==> src/rtl/adc_rd_pkg.sv <==
package adc_rd_pkg;

  typedef enum logic [2:0] {
    ST_IDLE,
    ST_SETUP,
    ST_PULSE,
    ST_WAIT,
    ST_READ,
    ST_GAP
  } ctl_state_e;

  function automatic int max2(input int a, input int b);
    return (a > b) ? a : b;
  endfunction

endpackage

==> src/rtl/adc_rd_edge_sync.sv <==
module adc_rd_edge_sync #(
  parameter int STAGES = 2
) (
  input  logic clk,
  input  logic rst_n,
  input  logic async_i,
  output logic rise_o
);

  logic [STAGES-1:0] chain_q;
  logic              prev_q;

  always_ff @(posedge clk or negedge rst_n) begin
    if (!rst_n) chain_q[0] <= 1'b1;
    else        chain_q[0] <= async_i;
  end

  // each further stage resamples the one before it
  for (genvar g = 1; g < STAGES; g++) begin : g_stage
    always_ff @(posedge clk or negedge rst_n) begin
      if (!rst_n) chain_q[g] <= 1'b1;
      else        chain_q[g] <= chain_q[g-1];
    end
  end

  always_ff @(posedge clk or negedge rst_n) begin
    if (!rst_n) prev_q <= 1'b1;
    else        prev_q <= chain_q[STAGES-1];
  end

  assign rise_o = chain_q[STAGES-1] & ~prev_q;

endmodule

==> src/rtl/adc_rd_timer.sv <==
module adc_rd_timer #(
  parameter int W = 10
) (
  input  logic         clk,
  input  logic         rst_n,
  input  logic         load,
  input  logic [W-1:0] load_val,
  output logic         zero
);

  logic [W-1:0] cnt_q, cnt_d;

  always_comb begin
    cnt_d = cnt_q;
    if (load)              cnt_d = load_val;
    else if (cnt_q != '0)  cnt_d = cnt_q - 1'b1;
  end

  always_ff @(posedge clk or negedge rst_n) begin
    if (!rst_n) cnt_q <= '0;
    else        cnt_q <= cnt_d;
  end

  assign zero = (cnt_q == '0);

endmodule

==> src/rtl/adc_rd_ctrl.sv <==
module adc_rd_ctrl
  import adc_rd_pkg::*;
#(
  parameter int DATA_W       = 16,
  parameter int SYNC_STAGES  = 2,
  parameter int CS_SETUP_CYC = 2,
  parameter int CNV_LOW_CYC  = 6,
  parameter int ACCESS_CYC   = 8,
  parameter int FLOAT_CYC    = 10,
  parameter int GAP_CYC      = 26,
  parameter int TIMEOUT_CYC  = 600
) (
  input  logic              clk,
  input  logic              rst_n,
  input  logic              start,
  input  logic              adc_busy,
  input  logic [DATA_W-1:0] adc_data,
  output logic              cs_n,
  output logic              cnv_n,
  output logic              rd_n,
  output logic [DATA_W-1:0] data_out,
  output logic              data_vld,
  output logic              busy_o,
  output logic              err_timeout
);

  localparam int GAP_LEN  = max2(GAP_CYC, FLOAT_CYC);
  localparam int SHORTEST = max2(max2(CS_SETUP_CYC, CNV_LOW_CYC), ACCESS_CYC);
  localparam int LONGEST  = max2(max2(TIMEOUT_CYC, GAP_LEN), SHORTEST);
  localparam int TMR_W    = $clog2(LONGEST) + 1;

  localparam logic [TMR_W-1:0] LD_SETUP = TMR_W'(CS_SETUP_CYC - 1);
  localparam logic [TMR_W-1:0] LD_PULSE = TMR_W'(CNV_LOW_CYC - 1);
  localparam logic [TMR_W-1:0] LD_WAIT  = TMR_W'(TIMEOUT_CYC - 1);
  localparam logic [TMR_W-1:0] LD_READ  = TMR_W'(ACCESS_CYC - 1);
  localparam logic [TMR_W-1:0] LD_GAP   = TMR_W'(GAP_LEN - 1);

  ctl_state_e st_q, st_d;
  logic              tmr_load, tmr_zero;
  logic [TMR_W-1:0]  tmr_val;
  logic              busy_rise;
  logic              cap_en, err_d;
  logic              cs_n_q, cnv_n_q, rd_n_q, vld_q, busy_q, err_q;
  logic [DATA_W-1:0] word_q;

  adc_rd_edge_sync #(.STAGES(SYNC_STAGES)) u_sync (
    .clk     (clk),
    .rst_n   (rst_n),
    .async_i (adc_busy),
    .rise_o  (busy_rise)
  );

  adc_rd_timer #(.W(TMR_W)) u_tmr (
    .clk      (clk),
    .rst_n    (rst_n),
    .load     (tmr_load),
    .load_val (tmr_val),
    .zero     (tmr_zero)
  );

  // next-state logic
  always_comb begin
    st_d     = st_q;
    tmr_load = 1'b0;
    tmr_val  = '0;
    cap_en   = 1'b0;
    err_d    = 1'b0;
    unique case (st_q)
      ST_IDLE: if (start) begin
        st_d = ST_SETUP; tmr_load = 1'b1; tmr_val = LD_SETUP;
      end
      ST_SETUP: if (tmr_zero) begin
        st_d = ST_PULSE; tmr_load = 1'b1; tmr_val = LD_PULSE;
      end
      ST_PULSE: if (tmr_zero) begin
        st_d = ST_WAIT; tmr_load = 1'b1; tmr_val = LD_WAIT;
      end
      ST_WAIT: begin
        if (busy_rise) begin
          st_d = ST_READ; tmr_load = 1'b1; tmr_val = LD_READ;
        end else if (tmr_zero) begin
          st_d = ST_GAP; tmr_load = 1'b1; tmr_val = LD_GAP; err_d = 1'b1;
        end
      end
      ST_READ: if (tmr_zero) begin
        st_d = ST_GAP; tmr_load = 1'b1; tmr_val = LD_GAP; cap_en = 1'b1;
      end
      ST_GAP: if (tmr_zero) st_d = ST_IDLE;
      default: st_d = ST_IDLE;
    endcase
  end

  // state and registered pin drivers
  always_ff @(posedge clk or negedge rst_n) begin
    if (!rst_n) begin
      st_q    <= ST_IDLE;
      cs_n_q  <= 1'b1;
      cnv_n_q <= 1'b1;
      rd_n_q  <= 1'b1;
      vld_q   <= 1'b0;
      busy_q  <= 1'b0;
      err_q   <= 1'b0;
    end else begin
      st_q    <= st_d;
      cs_n_q  <= !(st_d inside {ST_SETUP, ST_PULSE, ST_WAIT, ST_READ});
      cnv_n_q <= (st_d != ST_PULSE);
      rd_n_q  <= (st_d != ST_READ);
      vld_q   <= cap_en;
      busy_q  <= (st_d != ST_IDLE);
      err_q   <= err_d;
    end
  end

  // result register, enabled only at the end of the read window
  always_ff @(posedge clk or negedge rst_n) begin
    if (!rst_n)      word_q <= '0;
    else if (cap_en) word_q <= adc_data;
  end

  assign cs_n        = cs_n_q;
  assign cnv_n       = cnv_n_q;
  assign rd_n        = rd_n_q;
  assign data_out    = word_q;
  assign data_vld    = vld_q;
  assign busy_o      = busy_q;
  assign err_timeout = err_q;

endmodule

==> config.mk <==
export PLATFORM = sky130hd
export DESIGN_NAME = adc_rd_ctrl
export DESIGN_NICKNAME = d
export VERILOG_FILES = /design/src/rtl/adc_rd_pkg.sv /design/src/rtl/adc_rd_edge_sync.sv /design/src/rtl/adc_rd_timer.sv /design/src/rtl/adc_rd_ctrl.sv
export SDC_FILE = /design/constraint.sdc
export NUM_CORES = 1
export LEC_CHECK = 0
export BUFFER_PORTS_ARGS = -buffer_cell sky130_fd_sc_hd__buf_2
export CORE_UTILIZATION = 53
export DETAILED_ROUTE_END_ITERATION = 10
export GPL_TIMING_DRIVEN = 0
export PLACE_DENSITY = 0.87
export SYNTH_ARGS = -nofsm -noshare
export SYNTH_HDL_FRONTEND = slang
export SYNTH_HIERARCHICAL = 1
export SYNTH_SLANG_ARGS = --single-unit
==> constraint.sdc <==
create_clock -name clk -period 3.3 [get_ports clk]
set_input_delay 0.66 -clock clk [delete_from_list [all_inputs] [get_ports clk]]
set_output_delay 0.66 -clock clk [all_outputs]
set_load 0.01 [all_outputs]
Yosys cells after proc, flatten, opt, wreduce, memory -nomap -nowiden
Cells that the tools add are included.
{"block": "totals", "mem_bits_ro": 0, "mem_bits_rw": 0, "input_bits": 20, "mem_count": 0, "wordCells": 56, "register_bits": 39, "latch_bits": 0}
{"block": "op_classes", "n_shift": 0, "mux": 22, "mul": 0, "bitwise": 2, "order_cmp": 0, "n_addsub": 1, "div": 0, "n_eq_ne": 11, "n_reduce_logical": 8}
{"op": "$pmux 10 s5", "n": 1}
{"op": "$mux 11", "n": 2}
{"op": "$mux 3", "n": 7}
{"op": "$pmux 3 s6", "n": 1}
{"op": "$eq 3x2->1 const B", "n": 4}
{"op": "$logic_not 11->1", "n": 1}
{"op": "$reduce_bool 11->1", "n": 1}
{"op": "$sub 11x1->11 const B", "n": 1}
{"op": "$mux 10", "n": 1}
{"op": "$mux 5", "n": 2}
{"op": "$eq 3x3->1 const B", "n": 3}
{"op": "$mux 1", "n": 7}
{"op": "$eq 3x1->1 const B", "n": 2}
{"op": "$reduce_bool 4->1", "n": 1}
{"op": "$logic_not 3->1", "n": 1}
{"op": "$ne 3x2->1 const B", "n": 1}
{"op": "$ne 3x3->1 const B", "n": 1}
{"op": "$pmux 1 s3", "n": 1}
{"op": "$reduce_bool 3->1", "n": 1}
{"op": "$reduce_or 3->1", "n": 1}
{"op": "$reduce_bool 2->1", "n": 1}
{"op": "$and 1x1->1", "n": 1}
{"op": "$logic_not 1->1", "n": 1}
{"op": "$not 1->1", "n": 1}

Depth between registers and ports, before layout
{"block": "depth", "word_depth": 7, "ltp_mapped": 13, "mapped_depth_nobuf": 9}

Hierarchy
Netlist, hierarchy kept.
{"mod": "adc_rd_ctrl", "instances": 1, "cells_per_inst": 95, "area_each_um2": 1148.6}
{"mod": "adc_rd_timer", "instances": 1, "cells_per_inst": 63, "area_each_um2": 626.9}
{"mod": "adc_rd_edge_sync", "instances": 1, "cells_per_inst": 4, "area_each_um2": 92.6}

Least setup slack after synthesis
No wires, ideal clock.
{"block": "synth_path", "path_kind": "register to register", "from": "register u_tmr.cnt_q[3]", "to": "register u_tmr.cnt_q[10]", "stages_incl_launch_ff": 11, "synth_period_minus_slack_ps": 2918, "t_required_ps": 3164, "setup_slack_ps": 382, "t_arrival_ps": 2782, "cell_sequence": "dfrtp_1 or4_4 nor3_4 nor4bb_1 buf_4 buf_12 a21oi_1 o21ai_0 clkbuf_1 clkbuf_1 o21ai_0"}
{"block": "synth_via", "elab_chain_len": 5}
{"element": "start, declared", "line_no": "adc_rd_timer.sv:11", "rtl": "logic [W-1:0] cnt_q, cnt_d;"}
{"element": "start signal, assigned", "line_no": "adc_rd_timer.sv:21", "rtl": "else cnt_q <= cnt_d;"}
{"element": "$logic_not 11->1 (*)", "line_no": "adc_rd_timer.sv:24", "rtl": "assign zero = (cnt_q == '0);"}
{"element": "via tmr_zero", "line_no": "adc_rd_ctrl.sv:39", "rtl": "logic tmr_load, tmr_zero;"}
{"element": "$mux 1 (*)"}
{"element": "$mux 1", "line_no": "adc_rd_ctrl.sv:79", "rtl": "if (busy_rise) begin"}
{"element": "$pmux 1 s3 (*)", "line_no": "adc_rd_ctrl.sv:68", "rtl": "unique case (st_q)"}
{"element": "via tmr_load", "line_no": "adc_rd_ctrl.sv:39"}
{"element": "$mux 11 / $reduce_bool 2->1 (equally long branches)"}
The timed path passes the listed nets; every way through them passes the cells marked *. The select of a mux whose other input is x is not followed.
A chain may end at the register's enable or synchronous reset.

Final worst setup path
{"block": "layout_path", "from": "register u_tmr.cnt_q[7]", "to": "register u_tmr.cnt_q[2]"}
The elaborated chain is that of the path after synthesis.

==> flow_metrics.env <==
export IMPL_crit_path_max_fanout=10
export IMPL_crit_arrival_ns=3.43
export IMPL_top_layer="met4"
export IMPL_synthesis_instances=162
export IMPL_final_period_utilization_pct=96.3
export IMPL_clk_insertion_delay_late_ns=0.35
export IMPL_tritoncts_clock_tree="done"
export IMPL_setup_violations=0
export IMPL_netlist_cell_type_count=44
export IMPL_core_um2=3360
export IMPL_cts_max_path_buffers=2
export IMPL_fin_worst_skew_ns=0.00906
export IMPL_timing_setup_critical_path_class="reg2reg"
export IMPL_leakage_nw=1.11
export IMPL_cell_taking_the_most_area_after_synthesis="sky130_fd_sc_hd__dfrtp_1"
export IMPL_dp_hpwl_mm=2.64
export IMPL_synth_seq_area_share_pct=52.6
export IMPL_synthXorXnorAreaFrac_pct=2.81
export IMPL_final_layout_size_suffix_gt1_share_pct=39.8
export IMPL_grt_ovfl_total=0
export IMPL_cts_hold_buffers=0
export IMPL_synth_enable_flop_cells=0
export IMPL_grt_util_all_layers_pct=20.6
export IMPL_critical_path_required_ns=3.55
export IMPL_viasPerCell=5.34
export IMPL_finalHoldViolations=0
export IMPL_power_per_cell_area_nw_per_um2=678
export IMPL_finalNetCount=236
export IMPL_synthTopCellsByArea="sky130_fd_sc_hd__dfrtp_1 (44%), sky130_fd_sc_hd__dfstp_2 (8.4%), sky130_fd_sc_hd__mux2_4 (6.4%)"
export IMPL_routed_via_count=1398
export IMPL_synth_async_sr_flop_share_pct=100
export IMPL_synth_simple_gate_area_share_pct=14.6
export IMPL_ys_warn_count=6
export IMPL_synth_compound_area_share_pct=13.1
export IMPL_hp_class="reg2reg"
export IMPL_drt_wirelength_per_cell_um=14.0
export IMPL_run_status="complete, no violations"
export IMPL_post_layout_total_power_mw=1.54
export IMPL_netlist_area_leader_share_pct=44.2
export IMPL_detailedRoute_firstIterationViolations=49
export IMPL_vias_in_the_first_global_route=1191
export IMPL_die_height_um=61.4
export IMPL_power_share_switching_pct=32.2
export IMPL_dr_wl_met3_um=256
export IMPL_globalplace_congestion=0.850
export IMPL_number_of_buffer_cells_added_on_primary_ports=41
export IMPL_clk_pin_slew_ns=0.12
export IMPL_route_detailed_drc=0
export IMPL_syn_avg_cell_area_um2=11.5
export IMPL_routed_wirelength_mm=3.66
export IMPL_postRouteAntennaNets=0
export IMPL_layout_setup_ws_ns=0.123
export IMPL_max_slew_worst_pin_slew_ns=0.820
export IMPL_seqPwrFrac_pct=43.1
export IMPL_comb_power_share_pct=31.5
export IMPL_drt_first_pass_iters=4
export IMPL_row_count=21
export IMPL_synth_top_family_by_area="simple AND/OR/NAND/NOR gates"
export IMPL_routed_wl_met2_mm=1.69
export IMPL_clkPwrFrac_pct=25.4
export IMPL_max_vdd_ir_drop_uv=322
export IMPL_floorplan_initialDensity_pct=55.5
export IMPL_synth_flop_cell="sky130_fd_sc_hd__dfrtp_1"
export IMPL_timing_max_slew_rel_slack_pct=45.3
export IMPL_yosysMostFrequentCell="sky130_fd_sc_hd__dfrtp_1"
export IMPL_clkSinkCount=39
export IMPL_post_synth_most_frequent_cells="sky130_fd_sc_hd__dfrtp_1 (33), sky130_fd_sc_hd__nand2_1 (18), sky130_fd_sc_hd__mux2_2 (9), sky130_fd_sc_hd__o21ai_0 (9), sky130_fd_sc_hd__mux2_4 (8)"
export IMPL_die_w_um=61.4
export IMPL_number_of_antenna_violations_at_the_first_check_in_global_routing=0
export IMPL_area_delta_synth_final_pct=21.5
export IMPL_cts_made_buffers=5
export IMPL_fmaxAchievable_mhz=315
export IMPL_post_synth_fa_ha_maj_area_fraction_pct=0.670
export IMPL_crit_path_start_kind="flip-flop"
export IMPL_cell_chosen_for_the_clock_root="sky130_fd_sc_hd__clkbuf_4"
export IMPL_tns_setup_ns=0
export IMPL_met1Wirelength_mm=1.67
export IMPL_n_antenna_cell=0
export IMPL_count_of_pins_over_their_slew_limit=0
export IMPL_power_internal_mw=1.04
export IMPL_layout_filler_cells=249
export IMPL_place_worst_setup_slack_ns=-0.217
export IMPL_maximum_capacitance_violations=0
export IMPL_grt_max_degree=40
export IMPL_muxShareOfSynthArea_pct=12.5
export IMPL_syn_area_um2=1870
export IMPL_final_core_utilization_pct=67.5
export IMPL_synth_seq_cells=39
export IMPL_global_route_wire_length_before_repair_mm=5.49
export IMPL_io_pins=42
export IMPL_power_switching_mw=0.496
export IMPL_maximum_level_of_the_cts_h_tree=2
export IMPL_fp_dieArea_um2=3770
export IMPL_end_kind="flip-flop"
export IMPL_post_route_min_period_ns=3.18
export IMPL_regToRegSetupSlack_ns=0.12
sequential cells by signal, summed over array words and instances, names as in the netlist, 2 cells and up:
signal / count
data_out: 16
u_tmr/cnt_q: 11
st_q: 3
u_sync/chain_q: 2
cells by family after synthesis:
family | Yosys count
flops | 39
xor+xnor | 6
mux | 18
other cells | 1
compound gates | 37
buf+inv | 11
simple gates | 49
fa+ha+maj | 1
worst max-delay path, stage by stage (launching register included):
cell	delay, ns
sky130_fd_sc_hd__dfrtp_1	0.45
sky130_fd_sc_hd__or4_4	0.60
sky130_fd_sc_hd__nor3_4	0.35
sky130_fd_sc_hd__nor4bb_2	0.35
sky130_fd_sc_hd__buf_4	0.24
sky130_fd_sc_hd__buf_12	0.16
sky130_fd_sc_hd__a21oi_1	0.06
sky130_fd_sc_hd__o21ai_0	0.19
sky130_fd_sc_hd__buf_4	0.25
sky130_fd_sc_hd__clkbuf_2	0.24
sky130_fd_sc_hd__nand2_1	0.09
sky130_fd_sc_hd__o31ai_1	0.09
power by group through the flow:
stage | combinational [mW] | clock [mW] | sequential, mW
2_1_floorplan | 0.363 | 0 | 0.659
5_1_grt | 0.538 | 0.420 | 0.680
3_5_place_dp | 0.477 | 0 | 0.667
3_3_place_gp | 0.460 | 0 | 0.661
6_report | 0.485 | 0.392 | 0.663
4_1_cts | 0.480 | 0.395 | 0.659
repair_timing:
| item | in CTS | in global routing |
|---|---|---|
| buffers inserted | 0 | 2 |
| setup endpoints to repair | 8 | 10 |
| resized for setup | 2 | 4 |
| endpoints found under the hold margin | 0 | 0 |
| pin swaps | 0 | 1 |
cells in the final DEF (no fill, tap or decap), types with 3 or more instances in the layout:
| cell | Yosys | layout |
|---|---|---|
| sky130_fd_sc_hd__a21boi_0 | 3 | 3 |
| sky130_fd_sc_hd__mux2_4 | 8 | 8 |
| sky130_fd_sc_hd__o21ai_0 | 9 | 9 |
| sky130_fd_sc_hd__buf_2 | 3 | 44 |
| sky130_fd_sc_hd__nor3_1 | 3 | 3 |
| sky130_fd_sc_hd__dfrtp_1 | 33 | 33 |
| sky130_fd_sc_hd__clkbuf_4 | 0 | 5 |
| sky130_fd_sc_hd__conb_1 | 1 | 4 |
| sky130_fd_sc_hd__xnor2_1 | 5 | 5 |
| sky130_fd_sc_hd__nand2b_1 | 4 | 4 |
| sky130_fd_sc_hd__inv_1 | 3 | 3 |
| sky130_fd_sc_hd__dfstp_2 | 6 | 6 |
| sky130_fd_sc_hd__buf_4 | 1 | 4 |
| sky130_fd_sc_hd__nor2b_1 | 5 | 5 |
| sky130_fd_sc_hd__nor2_1 | 7 | 7 |
| sky130_fd_sc_hd__mux2_2 | 9 | 9 |
| sky130_fd_sc_hd__nand2_1 | 18 | 18 |
| sky130_fd_sc_hd__a21oi_1 | 6 | 6 |
final timing paths:
check	start	end	cells after the start
worst max-delay path	u_tmr/cnt_q[7]$_DFFE_PN0P_	u_tmr/cnt_q[2]$_DFFE_PN0P_	11
worst min-delay path	u_sync/chain_q[0]$_DFF_PN1_	u_sync/chain_q[1]$_DFF_PN1_	0
worst max register to register	u_tmr/cnt_q[7]$_DFFE_PN0P_	u_tmr/cnt_q[2]$_DFFE_PN0P_	11
worst min register to register	u_sync/chain_q[0]$_DFF_PN1_	u_sync/chain_q[1]$_DFF_PN1_	0
max in group asynchronous	rst_n	busy_o$_DFF_PN0_	1
min in group asynchronous	rst_n	data_out[0]$_DFFE_PN0P_	1
layout make-up:
cell class                      count  area, µm²  area share [%]
Inverter                            3       11.3           0.496
Clock buffer                        6       41.3            1.82
Tap cell                           46       57.6            2.54
Clock inverter                      2       60.1            2.65
Timing Repair Buffer               43        220            9.70
Buffer                              8       58.8            2.59
Multi-Input combinational cell    115        837            36.9
Sequential cell                    39        983            43.3
metrics by stage:
stage               cell area (µm²)  hold WS [ns]  cells
floorplan                      1880         0.345    165
CTS                            2250         0.363    260
finish                         2270         0.362    262
global route                   2270         0.367    262
detailed placement             2140         0.347    252
global placement               2140         0.346    252
metal layers:
metal | global-route usage [%] | up-vias
met3 | 5.67 | 6
met5 | 0 | -
met2 | 33.9 | 59
li1 | - | 680
met4 | 6.67 | 0
met1 | 26.7 | 653
Note: power is estimated with default switching activity, not from simulation.
